===== src/rtl/rxres_pkg.sv =====
package rxres_pkg;
   localparam int unsigned DESC_FIELDS = 4;

   typedef enum logic [0:0] {
      ST_IDLE = 1'b0,
      ST_READ = 1'b1
   } fetch_state_t;
endpackage


===== src/rtl/rxres_seq.sv =====
module rxres_seq
   import rxres_pkg::*;
#(
   parameter int unsigned NUM_FIELDS = DESC_FIELDS,
   localparam int unsigned IDX_W = $clog2(NUM_FIELDS)
) (
   input  logic             clk,
   input  logic             rst_n,
   input  logic             start_i,
   input  logic             valid_i,
   output logic             busy_o,
   output logic             beat_o,
   output logic             last_beat_o,
   output logic             accept_o,
   output logic [IDX_W-1:0] idx_o,
   output logic             done_o
);
   fetch_state_t     state_q;
   logic [IDX_W-1:0] idx_q;

   assign busy_o      = (state_q == ST_READ);
   assign beat_o      = busy_o && valid_i;
   assign last_beat_o = beat_o && (idx_q == IDX_W'(NUM_FIELDS - 1));
   assign accept_o    = (state_q == ST_IDLE) && start_i;
   assign idx_o       = idx_q;

   always_ff @(posedge clk or negedge rst_n) begin
      if (!rst_n) begin
         state_q <= ST_IDLE;
         idx_q   <= '0;
         done_o  <= 1'b0;
      end else begin
         done_o <= 1'b0;
         unique case (state_q)
            ST_IDLE: begin
               if (start_i) begin
                  state_q <= ST_READ;
                  idx_q   <= '0;
               end
            end
            ST_READ: begin
               if (last_beat_o) begin
                  state_q <= ST_IDLE;
                  idx_q   <= '0;
                  done_o  <= 1'b1;
               end else if (beat_o) begin
                  idx_q <= idx_q + 1'b1;
               end
            end
            default: state_q <= ST_IDLE;
         endcase
      end
   end
endmodule


===== src/rtl/rxres_gather.sv =====
module rxres_gather
   import rxres_pkg::*;
#(
   parameter int unsigned FIELD_W    = 16,
   parameter int unsigned DATA_W     = 32,
   parameter int unsigned NUM_FIELDS = DESC_FIELDS,
   localparam int unsigned IDX_W = $clog2(NUM_FIELDS),
   localparam int unsigned HALF  = NUM_FIELDS / 2
) (
   input  logic                    clk,
   input  logic                    rst_n,
   input  logic                    beat_i,
   input  logic                    commit_i,
   input  logic [IDX_W-1:0]        idx_i,
   input  logic [DATA_W-1:0]       rdata_i,
   output logic [HALF*FIELD_W-1:0] buf_addr_o,
   output logic [HALF*FIELD_W-1:0] word_cnt_o
);
   logic [FIELD_W-1:0]            field_in;
   logic [NUM_FIELDS*FIELD_W-1:0] flat;

   assign field_in = rdata_i[FIELD_W-1:0];

   for (genvar k = 0; k < NUM_FIELDS; k++) begin : g_field
      if (k < NUM_FIELDS - 1) begin : g_shadow
         logic [FIELD_W-1:0] hold_q;
         always_ff @(posedge clk or negedge rst_n) begin
            if (!rst_n) begin
               hold_q <= '0;
            end else if (beat_i && (idx_i == IDX_W'(k))) begin
               hold_q <= field_in;
            end
         end
         assign flat[k*FIELD_W +: FIELD_W] = hold_q;
      end else begin : g_direct
         assign flat[k*FIELD_W +: FIELD_W] = field_in;
      end
   end

   always_ff @(posedge clk or negedge rst_n) begin
      if (!rst_n) begin
         buf_addr_o <= '0;
         word_cnt_o <= '0;
      end else if (commit_i) begin
         buf_addr_o <= flat[HALF*FIELD_W-1:0];
         word_cnt_o <= flat[NUM_FIELDS*FIELD_W-1:HALF*FIELD_W];
      end
   end
endmodule


===== src/rtl/rxres_ptr.sv =====
module rxres_ptr #(
   parameter int unsigned PTR_W     = 16,
   parameter int unsigned STRIDE_SH = 3
) (
   input  logic             clk,
   input  logic             rst_n,
   input  logic             load_i,
   input  logic [PTR_W-1:0] load_val_i,
   input  logic             idle_i,
   input  logic             advance_i,
   input  logic             wide_i,
   input  logic [PTR_W-1:0] ring_start_i,
   input  logic [PTR_W-1:0] ring_end_i,
   input  logic [PTR_W-1:0] wr_ptr_i,
   input  logic             exh_clr_i,
   output logic [PTR_W-1:0] rd_ptr_o,
   output logic             exhausted_o
);
   logic [PTR_W-1:0] stride;
   logic [PTR_W-1:0] stepped;
   logic [PTR_W-1:0] next_ptr;
   logic             hit_wp;

   assign stride   = wide_i ? (PTR_W'(1) << (STRIDE_SH + 1)) : (PTR_W'(1) << STRIDE_SH);
   assign stepped  = rd_ptr_o + stride;
   assign next_ptr = (stepped == ring_end_i) ? ring_start_i : stepped;
   assign hit_wp   = (next_ptr == wr_ptr_i);

   always_ff @(posedge clk or negedge rst_n) begin
      if (!rst_n) begin
         rd_ptr_o <= '0;
      end else if (advance_i) begin
         rd_ptr_o <= next_ptr;
      end else if (load_i && idle_i) begin
         rd_ptr_o <= load_val_i;
      end
   end

   always_ff @(posedge clk or negedge rst_n) begin
      if (!rst_n) begin
         exhausted_o <= 1'b0;
      end else if (advance_i && hit_wp) begin
         exhausted_o <= 1'b1;
      end else if (exh_clr_i) begin
         exhausted_o <= 1'b0;
      end
   end
endmodule


===== src/rtl/rxres_fetch.sv =====
module rxres_fetch
   import rxres_pkg::*;
#(
   parameter int unsigned PTR_W   = 16,
   parameter int unsigned UPPER_W = 16,
   parameter int unsigned FIELD_W = 16,
   parameter int unsigned DATA_W  = 32,
   parameter bit          WIDE_EN = 1'b1,
   localparam int unsigned ADDR_W   = UPPER_W + PTR_W,
   localparam int unsigned OUT_W    = (DESC_FIELDS / 2) * FIELD_W,
   localparam int unsigned IDX_W    = $clog2(DESC_FIELDS),
   localparam int unsigned SLOT_SH  = $clog2(FIELD_W / 8),
   localparam int unsigned STRIDE_SH = SLOT_SH + IDX_W
) (
   input  logic               clk,
   input  logic               rst_n,
   input  logic               start_i,
   input  logic               wide_i,
   input  logic [UPPER_W-1:0] upper_i,
   input  logic [PTR_W-1:0]   ring_start_i,
   input  logic [PTR_W-1:0]   ring_end_i,
   input  logic [PTR_W-1:0]   write_ptr_i,
   input  logic               ptr_load_i,
   input  logic [PTR_W-1:0]   ptr_load_val_i,
   input  logic               exh_clr_i,
   output logic               mem_req_o,
   output logic [ADDR_W-1:0]  mem_addr_o,
   input  logic               mem_valid_i,
   input  logic [DATA_W-1:0]  mem_rdata_i,
   output logic               busy_o,
   output logic               done_o,
   output logic [OUT_W-1:0]   buf_addr_o,
   output logic [OUT_W-1:0]   word_cnt_o,
   output logic [PTR_W-1:0]   rd_ptr_o,
   output logic               exhausted_o
);
   if (FIELD_W % 8 != 0 || FIELD_W < 8) begin : g_bad_field
      $error("FIELD_W must be a whole number of bytes");
   end
   if (DATA_W < FIELD_W) begin : g_bad_data
      $error("DATA_W must hold one field");
   end
   if (PTR_W <= STRIDE_SH + 1) begin : g_bad_ptr
      $error("PTR_W too small for the descriptor stride");
   end

   logic               wide_eff;
   logic               wide_q;
   logic [UPPER_W-1:0] upper_q;
   logic               beat;
   logic               last_beat;
   logic               accept;
   logic [IDX_W-1:0]   idx;
   logic [PTR_W-1:0]   field_off;

   if (WIDE_EN) begin : g_wide
      assign wide_eff = wide_i;
   end else begin : g_narrow
      assign wide_eff = 1'b0;
   end

   always_ff @(posedge clk or negedge rst_n) begin
      if (!rst_n) begin
         upper_q <= '0;
         wide_q  <= 1'b0;
      end else if (accept) begin
         upper_q <= upper_i;
         wide_q  <= wide_eff;
      end
   end

   rxres_seq #(.NUM_FIELDS(DESC_FIELDS)) u_seq (
      .clk         (clk),
      .rst_n       (rst_n),
      .start_i     (start_i),
      .valid_i     (mem_valid_i),
      .busy_o      (busy_o),
      .beat_o      (beat),
      .last_beat_o (last_beat),
      .accept_o    (accept),
      .idx_o       (idx),
      .done_o      (done_o)
   );

   rxres_gather #(
      .FIELD_W    (FIELD_W),
      .DATA_W     (DATA_W),
      .NUM_FIELDS (DESC_FIELDS)
   ) u_gather (
      .clk        (clk),
      .rst_n      (rst_n),
      .beat_i     (beat),
      .commit_i   (last_beat),
      .idx_i      (idx),
      .rdata_i    (mem_rdata_i),
      .buf_addr_o (buf_addr_o),
      .word_cnt_o (word_cnt_o)
   );

   rxres_ptr #(
      .PTR_W     (PTR_W),
      .STRIDE_SH (STRIDE_SH)
   ) u_ptr (
      .clk          (clk),
      .rst_n        (rst_n),
      .load_i       (ptr_load_i),
      .load_val_i   (ptr_load_val_i),
      .idle_i       (!busy_o),
      .advance_i    (last_beat),
      .wide_i       (wide_q),
      .ring_start_i (ring_start_i),
      .ring_end_i   (ring_end_i),
      .wr_ptr_i     (write_ptr_i),
      .exh_clr_i    (exh_clr_i),
      .rd_ptr_o     (rd_ptr_o),
      .exhausted_o  (exhausted_o)
   );

   assign field_off  = wide_q ? (PTR_W'(idx) << (SLOT_SH + 1)) : (PTR_W'(idx) << SLOT_SH);
   assign mem_req_o  = busy_o;
   assign mem_addr_o = {upper_q, rd_ptr_o + field_off};
endmodule


===== config.mk =====
export PLATFORM = sky130hd
export DESIGN_NAME = rxres_fetch
export DESIGN_NICKNAME = d
export VERILOG_FILES = /design/src/rtl/rxres_pkg.sv /design/src/rtl/rxres_seq.sv /design/src/rtl/rxres_gather.sv /design/src/rtl/rxres_ptr.sv /design/src/rtl/rxres_fetch.sv
export SDC_FILE = /design/constraint.sdc
export NUM_CORES = 1
export LEC_CHECK = 0
export BUFFER_PORTS_ARGS = -buffer_cell sky130_fd_sc_hd__buf_2
export CAP_MARGIN = 5
export CELL_PAD_IN_SITES_DETAIL_PLACEMENT = 1
export CELL_PAD_IN_SITES_GLOBAL_PLACEMENT = 2
export CORE_ASPECT_RATIO = 0.8
export CORE_MARGIN = 4
export CORE_UTILIZATION = 29
export CTS_BUF_LIST = sky130_fd_sc_hd__clkbuf_8
export DETAILED_ROUTE_END_ITERATION = 12
export PLACE_DENSITY_LB_ADDON = 0.25
export SLEW_MARGIN = 20
export SYNTH_ARGS = -nofsm -noshare
export SYNTH_HDL_FRONTEND = slang
export SYNTH_SLANG_ARGS = --single-unit

===== constraint.sdc =====
create_clock -name clk -period 3.34 [get_ports clk]
set_input_delay 0.668 -clock clk [delete_from_list [all_inputs] [get_ports clk]]
set_output_delay 0.668 -clock clk [all_outputs]
set_load 0.01 [all_outputs]

======== Yosys cells after proc, flatten, opt, wreduce, memory -nomap -nowiden ========
Index checks and enable logic that the tools add are counted.
operators by class
  add/sub/neg operators ................... 3
  $mul .................................... 0
  div/mod/pow operators ................... 0
  $lt $le $gt $ge ......................... 0
  equality and inequality tests ........... 7
  shifts and indexed selects .............. 0
  muxes and demuxes ....................... 16
  bitwise gates (word level) .............. 1
  reductions and logical operators ........ 13
operators by type and width
  operator               count
  $mux W16               3
  $add A16 B16 Y16       2
  $eq A16 B16 Y1         2
  $logic_and A1 B1 Y1    8
  $mux W1                6
  $mux W2                3
  $mux W5                1
  $eq A2 B2 Y1 const B   2
  $mux W4                1
  $pmux W2 S2            1
  $reduce_bool A2 Y1     2
  $ne A3 B1 Y1 const B   1
  $add A2 B1 Y2 const B  1
  $eq A2 B1 Y1 const B   1
  $logic_not A2 Y1       1
  $ne A2 B2 Y1 const B   1
  $pmux W1 S2            1
  $reduce_and A2 Y1      1
  $logic_not A1 Y1       1
  $not A1 Y1             1
word-level totals
  flip-flop bits (word level) ............. 150
  latch bits .............................. 0
  RAM bits ................................ 0
  ROM bits ................................ 0
  input bits .............................. 119
  output and inout port bits .............. 116
  word-level logic and storage cells ...... 52
  memories kept ........................... 0

======== Depth between registers and ports, before layout ========
Gate-level depths: netlist of the first run.
  word-level depth ........................ 7
  gate-level depth with buffers ........... 14
  gate-level depth less buffers ........... 12

======== Modules after synthesis ========
A second synthesis of the first run with hierarchy kept.
unflattened totals
  cells, all modules ...................... 566
  area total of the unflattened synthesis .. 7,383.3 um2
modules (own cells, without submodules)
  module        times used  cells an instance  area each (um2)  sequential area each (um2)
  rxres_gather  1           237                4,172.8          2,802.7
  rxres_ptr     1           227                1,973.1          425.4
  rxres_fetch   1           86                 1,041.0          425.4
  rxres_seq     1           16                 196.4            100.1

======== Worst setup path after synthesis of the first run ========
Ideal clock, no wire load.
  kind .................................... register to register
  from .................................... register wide_q
  to ...................................... register u_ptr.exhausted_o
  setup time .............................. 95 ps
  data arrival time ....................... 3,023 ps
  data required time ...................... 3,245 ps
  setup slack ............................. 222 ps
  cell stages (with the launch flop) ...... 14
  path buffers ............................ 1
  clock period less this slack ............ 3,118 ps
  cell sequence ........................... dfrtp_1 -> inv_1 -> ha_1 -> fa_1 -> nand3_1 -> nor2_1 -> xnor3_1 -> a2111o_1 -> nor3_2 -> buf_4 -> mux2i_1 -> o21ai_0 -> a211o_1 -> o32ai_2
between the ends
  word-level cells in the longest chain between the ends .. 7
  elaborated cells between the ends (all ways) .. 8
  classes of those cells .................. add/sub: 1; eq/ne: 2; mux: 3; reduce/logical: 2
RTL lines
  element                                        line               source
  start: declaration                             rxres_fetch.sv:48  logic wide_q;
  start signal: assignment                       rxres_fetch.sv:68  wide_q <= wide_eff;
  $mux W5 (*)                                    rxres_ptr.sv:24    assign stride = wide_i ? (PTR_W'(1) << (STRIDE_SH + 1)) : (PTR_W'(1) << STRIDE_SH);
  $add A16 B16 Y16 (*)                           rxres_ptr.sv:25    assign stepped = rd_ptr_o + stride;
  $eq A16 B16 Y1                                 rxres_ptr.sv:26    assign next_ptr = (stepped == ring_end_i) ? ring_start_i : stepped;
  $mux W16 (*)                                   rxres_ptr.sv:26
  $eq A16 B16 Y1 (*)                             rxres_ptr.sv:27    assign hit_wp = (next_ptr == wr_ptr_i);
  $logic_and A1 B1 Y1 (*)                        rxres_ptr.sv:42    end else if (advance_i && hit_wp) begin
  $mux W1 or $reduce_bool A2 Y1 (tied branches)  -
  end signal: assignment                         rxres_ptr.sv:41    exhausted_o <= 1'b0;
  end signal: assignment                         rxres_ptr.sv:43    exhausted_o <= 1'b1;
  end signal: assignment                         rxres_ptr.sv:45    exhausted_o <= 1'b0;
  end: declaration                               rxres_ptr.sv:17    output logic exhausted_o
Every way passes the cells marked *; elsewhere a longest branch is shown, timed or not.
A chain may end at the register's enable or synchronous reset.

======== Final worst setup path of the first run ========
Ends and elaborated chain as after synthesis.

==> results of run 1 <==
-- metrics by stage --
step / util [%] / worst slack [ns] / total power (W) / instances / cell area, µm²
2_1_floorplan: - / 0.222 / 0.00554 / 720 / 7280
3_3_place_gp: 36.4 / -0.0430 / 0.00715 / 1253 / 8910
3_5_place_dp: 36.4 / -0.109 / 0.00724 / 1253 / 8910
4_1_cts: 39.0 / -0.157 / 0.00893 / 1295 / 9560
5_1_grt: 40.0 / -0.259 / 0.00973 / 1301 / 9810
6_report: 40.0 / -0.140 / 0.00900 / 1302 / 9810
-- cell type report --
type | count | area (µm²) | area share [%]
well taps | 318 | 398 | 4.06
multi-input cells | 512 | 3640 | 37.1
clock inverters | 11 | 111 | 1.14
repair buffers | 275 | 1580 | 16.2
diodes | 2 | 5.00 | 0.0510
clock buffers | 19 | 262 | 2.67
inverters | 15 | 58.8 | 0.600
flip-flops and latches | 150 | 3750 | 38.3
-- timing repair --
action                     CTS  global route
resized for setup           43            49
setup endpoints to repair   12            19
cloned                       1             0
pin swaps                   16            24
setup buffers               11             9
-- registers in the layout (all words and copies together) (netlist names) --
register	flops
u_gather.buf_addr_o	32
u_ptr.rd_ptr_o	16
u_seq.busy_o	1
u_gather.g_field.g_shadow.hold_q	48
u_gather.word_cnt_o	32
wide_q	1
u_seq.idx_o	2
u_ptr.exhausted_o	1
upper_q	16
u_seq.done_o	1
-- per-layer routing --
metal / vias up / GRT usage [%]
li1: 2882 / -
met1: 3017 / 23.4
met2: 135 / 26.9
met3: 16 / 4.37
met4: 0 / 4.26
met5: - / 0
-- cell usage in the layout (no fill, tap or decap), types with 5 or more instances in the layout --
| cell | instances |
|---|---|
| o32a_1 | 5 |
| inv_1 | 14 |
| buf_6 | 10 |
| nor3_2 | 5 |
| mux2_2 | 65 |
| nor2_1 | 30 |
| clkbuf_8 | 19 |
| a21oi_1 | 5 |
| nand2_1 | 222 |
| buf_4 | 46 |
| buf_2 | 217 |
| nand4_1 | 5 |
| and2_1 | 7 |
| a31oi_1 | 7 |
| xor2_1 | 31 |
| dfrtp_1 | 150 |
| nor2_2 | 6 |
| a211o_1 | 5 |
| nor2_4 | 7 |
| xnor2_1 | 15 |
| o21ai_0 | 7 |
| ha_1 | 7 |
-- how the worst max path moves through the flow --
| stage | end | slack (ns) | depth (start not counted) |
|---|---|---|---|
| finish | u_ptr.exhausted_o | -0.14 | 15 |
| global route | u_ptr.exhausted_o | -0.26 | 15 |
| CTS | mem_addr_o[15] | -0.16 | 11 |
| detailed placement | u_ptr.exhausted_o | -0.11 | 13 |
| global placement | u_ptr.exhausted_o | -0.04 | 11 |
| floorplan | u_ptr.exhausted_o | 0.22 | 13 |
-- worst max-delay path: cells and delay by family, from the launching register on --
kind / cells / cell delay (ns)
AOI/OAI and AO/OA: 4 / 0.97
buffers and inverters: 5 / 0.69
and+or+nand+nor: 4 / 0.66
DFF: 1 / 0.41
xor gates and xnor gates: 1 / 0.35
adders and majority gates: 1 / 0.30
-- power groups by stage --
stage          Sequential, W  Clock (W)  Combinational (W)
2_1_floorplan        0.00341          0            0.00213
3_3_place_gp         0.00325          0            0.00389
3_5_place_dp         0.00327          0            0.00397
4_1_cts              0.00326    0.00145            0.00421
5_1_grt              0.00338    0.00152            0.00483
6_report             0.00326    0.00138            0.00436
-- kinds of logic after synthesis --
group	synth area share (%)
AND/OR/NAND/NOR	18.1
AO/OA/AOI/OAI	5.50
flip-flops	51.6
multiplexers	11.9
adder cells (fa/ha/maj)	2.10
XOR/XNOR	7.09
buffers and inverters	3.71
==> reports/summary.txt, run 1 <==
Status: finished with violations
Failing checks: negative setup slack
Sequential share of the synthesized area: 51.6%
Pint: 0.00545 W
Yosys warns: 0
TNS Setup: -0.269 ns
Die area: 27700 µm²
M1 WL: 11.0 mm
Peak Freq: 287 MHz
Leading area contributor after synthesis: dfrtp_1
Library cells used by synthesis: 52
CTS H-tree lvls: 4
Clock transition at the registers of the reported paths: 0.09 ns
Main flop type after synthesis: dfrtp_1
Antenna-violating nets left: 0
Via count: 6050
Grt ovf: 0
Critical path startpoint category: flip-flop
Final WS setup: -0.140 ns
Post-synth EDFFs: 0
Worst-path cell chain: buf_6, buf_6, ha_1, a21oi_4, nor3_2, xnor2_1, a2111o_1, nor3_4, buf_6, buf_12, buf_4, or3_1, a31oi_1, nand4_1, o32ai_2
Critical Path AT: 3.83 ns
Vias in the first global route: 6501
Fill cell count: 2865
Worst Path Required: 3.69 ns
Syn avg cell area: 10.1 µm²
First-pass GRT wire length: 36.4 mm
Top cell by count, worst path: buf_6
Yosys top cell area share: 51.6%
Final Max Tran Viols: 0
# rows: 51
DR vias/cell: 4.65
Psw: 0.00355 W
CTS Hold Bufs: 0
Worst r2r path cells: 15
P per Cell Area: 918 nW/µm²
FF-to-FF Start: wide_q
Pin count of the biggest net entering global routing: 65
Yosys reg bits: 150
Area of the mapped netlist: 7280 µm²
Synthesis-to-finish area growth: 34.8%
Boundary Pins: 235
Routed wl met3: 1.22 mm
Reg2reg end: u_ptr.exhausted_o
Period minus WS final: 3.48 ns
Class of the worst hold path: in -> async
Remaining DRCs: 0
Final #Nets: 1101
Slowest CP cell: dfrtp_1
Wire per inst: 17.9 µm
Starting Density: 29.7%
Synthesized net count: 850
Top layer in use: met4
WL final: 23.3 mm
Ys async rst share: 100%
Max VDD drop: 0.000358 V
Tot GR Track Use: 17.0%
Initial antenna violation count: 1
Worst Tran Pin Value: 0.957 ns
Cells taking the most area after synthesis: dfrtp_1 52%, nand2_1 12%, mux2_2 10%
Clk_lat worst skew: 0.46 ns
Hold Vio Cnt, Final: 0
RSZ-0062 raised after global routing: yes
Worst R2R Setup Slack: -0.14 ns
Met2 WL: 10.8 mm
Power share of the sequential group: 36.2%
Synthesized instance count: 720
Critical Path Start: wide_q
CTS sink count: 150
Gate power share: 48.5%
Post-DP HPWL: 16.7 mm
Clock share of power: 15.3%
Core Area: 24500 µm²
Share of layout cells above drive strength 1: 44.0%
CTS tree: built
Port-buffer cells: 218
Root Driver: clkbuf_8
Max transition margin: 35.9%
Count leader, synth: nand2_1
Drt first-iter violations: 296
Final period utilization: 104%
CP max stage delay: 0.41 ns
Sw Ratio: 39.5%
Die Y-Extent: 150 µm
Number of buffers created by CTS: 17
Gpl congestion: 0.792
Skew final: 0.0307 ns
CTS Buffer Depth: 2
Commonest cells in the synthesized netlist: 225 x nand2_1, 150 x dfrtp_1, 65 x mux2_2
Max-cap violations: 0
Crit path max fanout: 6
Die X: 185 µm
Leakage: 4.91 nW
Hold slack final: 0.205 ns
Pre-Repair DR Iteration Count: 4
WS Path Type: reg -> reg
Final-report setup violation count: 5
Worst Setup End Kind: flip-flop
No activity file was read; power rests on OpenSTA's default activity.
==> run 2: changes to the inputs <==
==> constraint.sdc (replaced) <==
create_clock -name clk -period 3.34 [get_ports clk]
set_input_delay 0.167 -clock clk [delete_from_list [all_inputs] [get_ports clk]]
set_output_delay 0.167 -clock clk [all_outputs]
set_load 0.01 [all_outputs]
==> run 2 against run 1 <==
Against the previous run: the run now ends clean; final cell count rose by 2.9%; worst setup slack improved by 0.22 ns; final area rose by 1.8%; sequential share of layout area fell by 0.67 points; clock power barely moved; hold slack got worse by 0.14 ns; total power fell by 3.3%; sequential power barely moved; via count rose by 1.6%; routed wire length fell by 0.12%; flip-flop and latch count did not move; clock skew fell by 0.022 ns.
==> reports/summary.txt, run 2 (same netlist as run 1, synthesis figures left out) <==
Grt ovf: 0
Die X: 185 µm
Die Y-Extent: 150 µm
Vias in the first global route: 6634
DR vias/cell: 4.59
Worst R2R Setup Slack: 0.08 ns
Top cell by count, worst path: buf_6
TNS Setup: 0 ns
Worst Path Required: 3.70 ns
Hold Vio Cnt, Final: 0
Remaining DRCs: 0
Worst Tran Pin Value: 0.965 ns
Register name with the most flops: u_gather.g_field.g_shadow.hold_q
Critical Path Start: wide_q
CTS tree: built
N_diodes: 0
Leakage: 4.99 nW
Final #Nets: 1139
# rows: 51
Max-cap violations: 0
Worst-path cell chain: buf_6, ha_1, a21oi_2, buf_4, a2111oi_1, a211oi_1, a2111o_1, nor3_4, buf_6, mux2i_4, xor2_1, nand4_1, o32ai_2
Worst Setup End Kind: flip-flop
Post-DP HPWL: 16.6 mm
Clock transition at the registers of the reported paths: 0.08 ns
P per Cell Area: 871 nW/µm²
Hold Path Origin: ptr_load_val_i[9]
Gpl congestion: 0.810
Worst r2r path cells: 13
WL final: 23.3 mm
Fill cell count: 2830
WS Path Type: reg -> reg
Pin count of the biggest net entering global routing: 79
Antenna-violating nets left: 0
Max transition margin: 35.4%
CTS Buffer Depth: 2
Via count: 6149
Starting Density: 29.7%
Busiest grt layer: met2
Most frequent cells in the layout: 224 x nand2_1, 217 x buf_2, 149 x dfrtp_1, 65 x mux2_2, 53 x dlygate4sd3_1
Crit path max fanout: 5
Drt first-iter violations: 223
Wire per inst: 17.4 µm
Class of the worst hold path: in -> reg
Peak Freq: 306 MHz
Skew final: 0.00875 ns
CTS H-tree lvls: 4
Max reg flops: 48
Worst slack at placement: -0.200 ns
RSZ-0062 raised after global routing: yes
Met3 usage: 3.96%
Synthesis-to-finish area growth: 37.2%
Slowest CP cell: a2111o_1
Clk_lat worst skew: 0.45 ns
Family with the most delay on the worst path: compound AO/OA/AOI/OAI gates
Number of buffers created by CTS: 17
Max VDD drop: 0.000396 V
Final-report setup violation count: 0
Tot GR Track Use: 17.0%
Port-buffer cells: 218
Commonest non-fill, non-tap cell in the layout: nand2_1
CTS sink count: 150
Critical path startpoint category: flip-flop
Die area: 27700 µm²
Final period utilization: 97.7%
Buffers and inverters on the worst path: 3
Core Area: 24500 µm²
Pre-Repair DR Iteration Count: 4
Biggest regs: u_gather.g_field.g_shadow.hold_q: 48 flops, u_gather.buf_addr_o: 32 flops, u_gather.word_cnt_o: 32 flops
CP max stage delay: 0.44 ns
First-pass GRT wire length: 36.8 mm
Status: finished clean
FF-to-FF Start: wide_q
Boundary Pins: 235
M2 GR Usage: 27.2%
Final WS setup: 0.0763 ns
Min-Delay Endpoint: u_ptr.rd_ptr_o[9]
Reg2reg end: u_ptr.exhausted_o
Share of layout cells above drive strength 1: 38.2%
Period minus WS final: 3.26 ns
M1 GR Usage: 23.4%
Finished Layout Cells: 1340
Initial antenna violation count: 0
Critical Path AT: 3.62 ns
Final Max Tran Viols: 0
Placed Cells: 1248
Hold Path Depth: 3
Root Driver: clkbuf_8
run 2: how the worst max path moves through the flow:
stage	end	slack [ns]	cells past startpoint
2_1_floorplan	u_ptr.exhausted_o	0.22	13
3_3_place_gp	u_ptr.exhausted_o	-0.09	13
3_5_place_dp	u_ptr.exhausted_o	-0.20	13
4_1_cts	mem_addr_o[15]	0.02	11
5_1_grt	u_ptr.exhausted_o	-0.11	13
6_report	u_ptr.exhausted_o	0.08	13
run 2: routing by layer:
layer	vias to the layer above	part of all wire [%]
met4	0	1.3
met1	3042	48
met3	20	4.6
li1	2945	-
met5	-	0
met2	142	46
run 2: power by group:
group          switching [W]  internal, W
sequential          0.000573      0.00268
clock               0.000724     0.000669
combinational        0.00213      0.00192
run 2: through the flow:
stage / hold slack, ns / total power, W / utilization [%] / instance area (µm²)
floorplan: -0.129 / 0.00554 / - / 7280
global placement: 0.253 / 0.00709 / 36.1 / 8850
detailed placement: 0.255 / 0.00717 / 36.1 / 8850
CTS: 0.00467 / 0.00871 / 40.1 / 9820
global route: 0.0519 / 0.00942 / 40.8 / 9990
finish: 0.0606 / 0.00870 / 40.8 / 9990
run 2: repair_timing:
| item | in CTS | in global routing |
|---|---|---|
| hold endpoints to repair | 166 | 0 |
| pin swaps | 3 | 7 |
| endpoints found under the setup margin | 1 | 11 |
| gates resized for setup | 8 | 33 |
| gates cloned | 0 | 1 |
| hold buffers | 53 | 0 |
| setup buffers | 3 | 4 |
run 2: layout make-up:
type | count | area [µm²] | share of cell area (%)
Tap cell | 318 | 398 | 3.98
Multi-Input combinational cell | 512 | 3420 | 34.2
Clock buffer | 21 | 289 | 2.89
Inverter | 15 | 56.3 | 0.564
Timing Repair Buffer | 313 | 1970 | 19.7
Sequential cell | 150 | 3750 | 37.6
Clock inverter | 11 | 98.8 | 0.990
run 2: worst register-to-register path, stage by stage, from the launching register on:
cell	delay, ns
dfrtp_1	0.41
buf_6	0.13
ha_1	0.28
a21oi_2	0.12
buf_4	0.17
a2111oi_1	0.31
a211oi_1	0.09
a2111o_1	0.44
nor3_4	0.22
buf_6	0.20
mux2i_4	0.24
xor2_1	0.20
nand4_1	0.13
o32ai_2	0.25
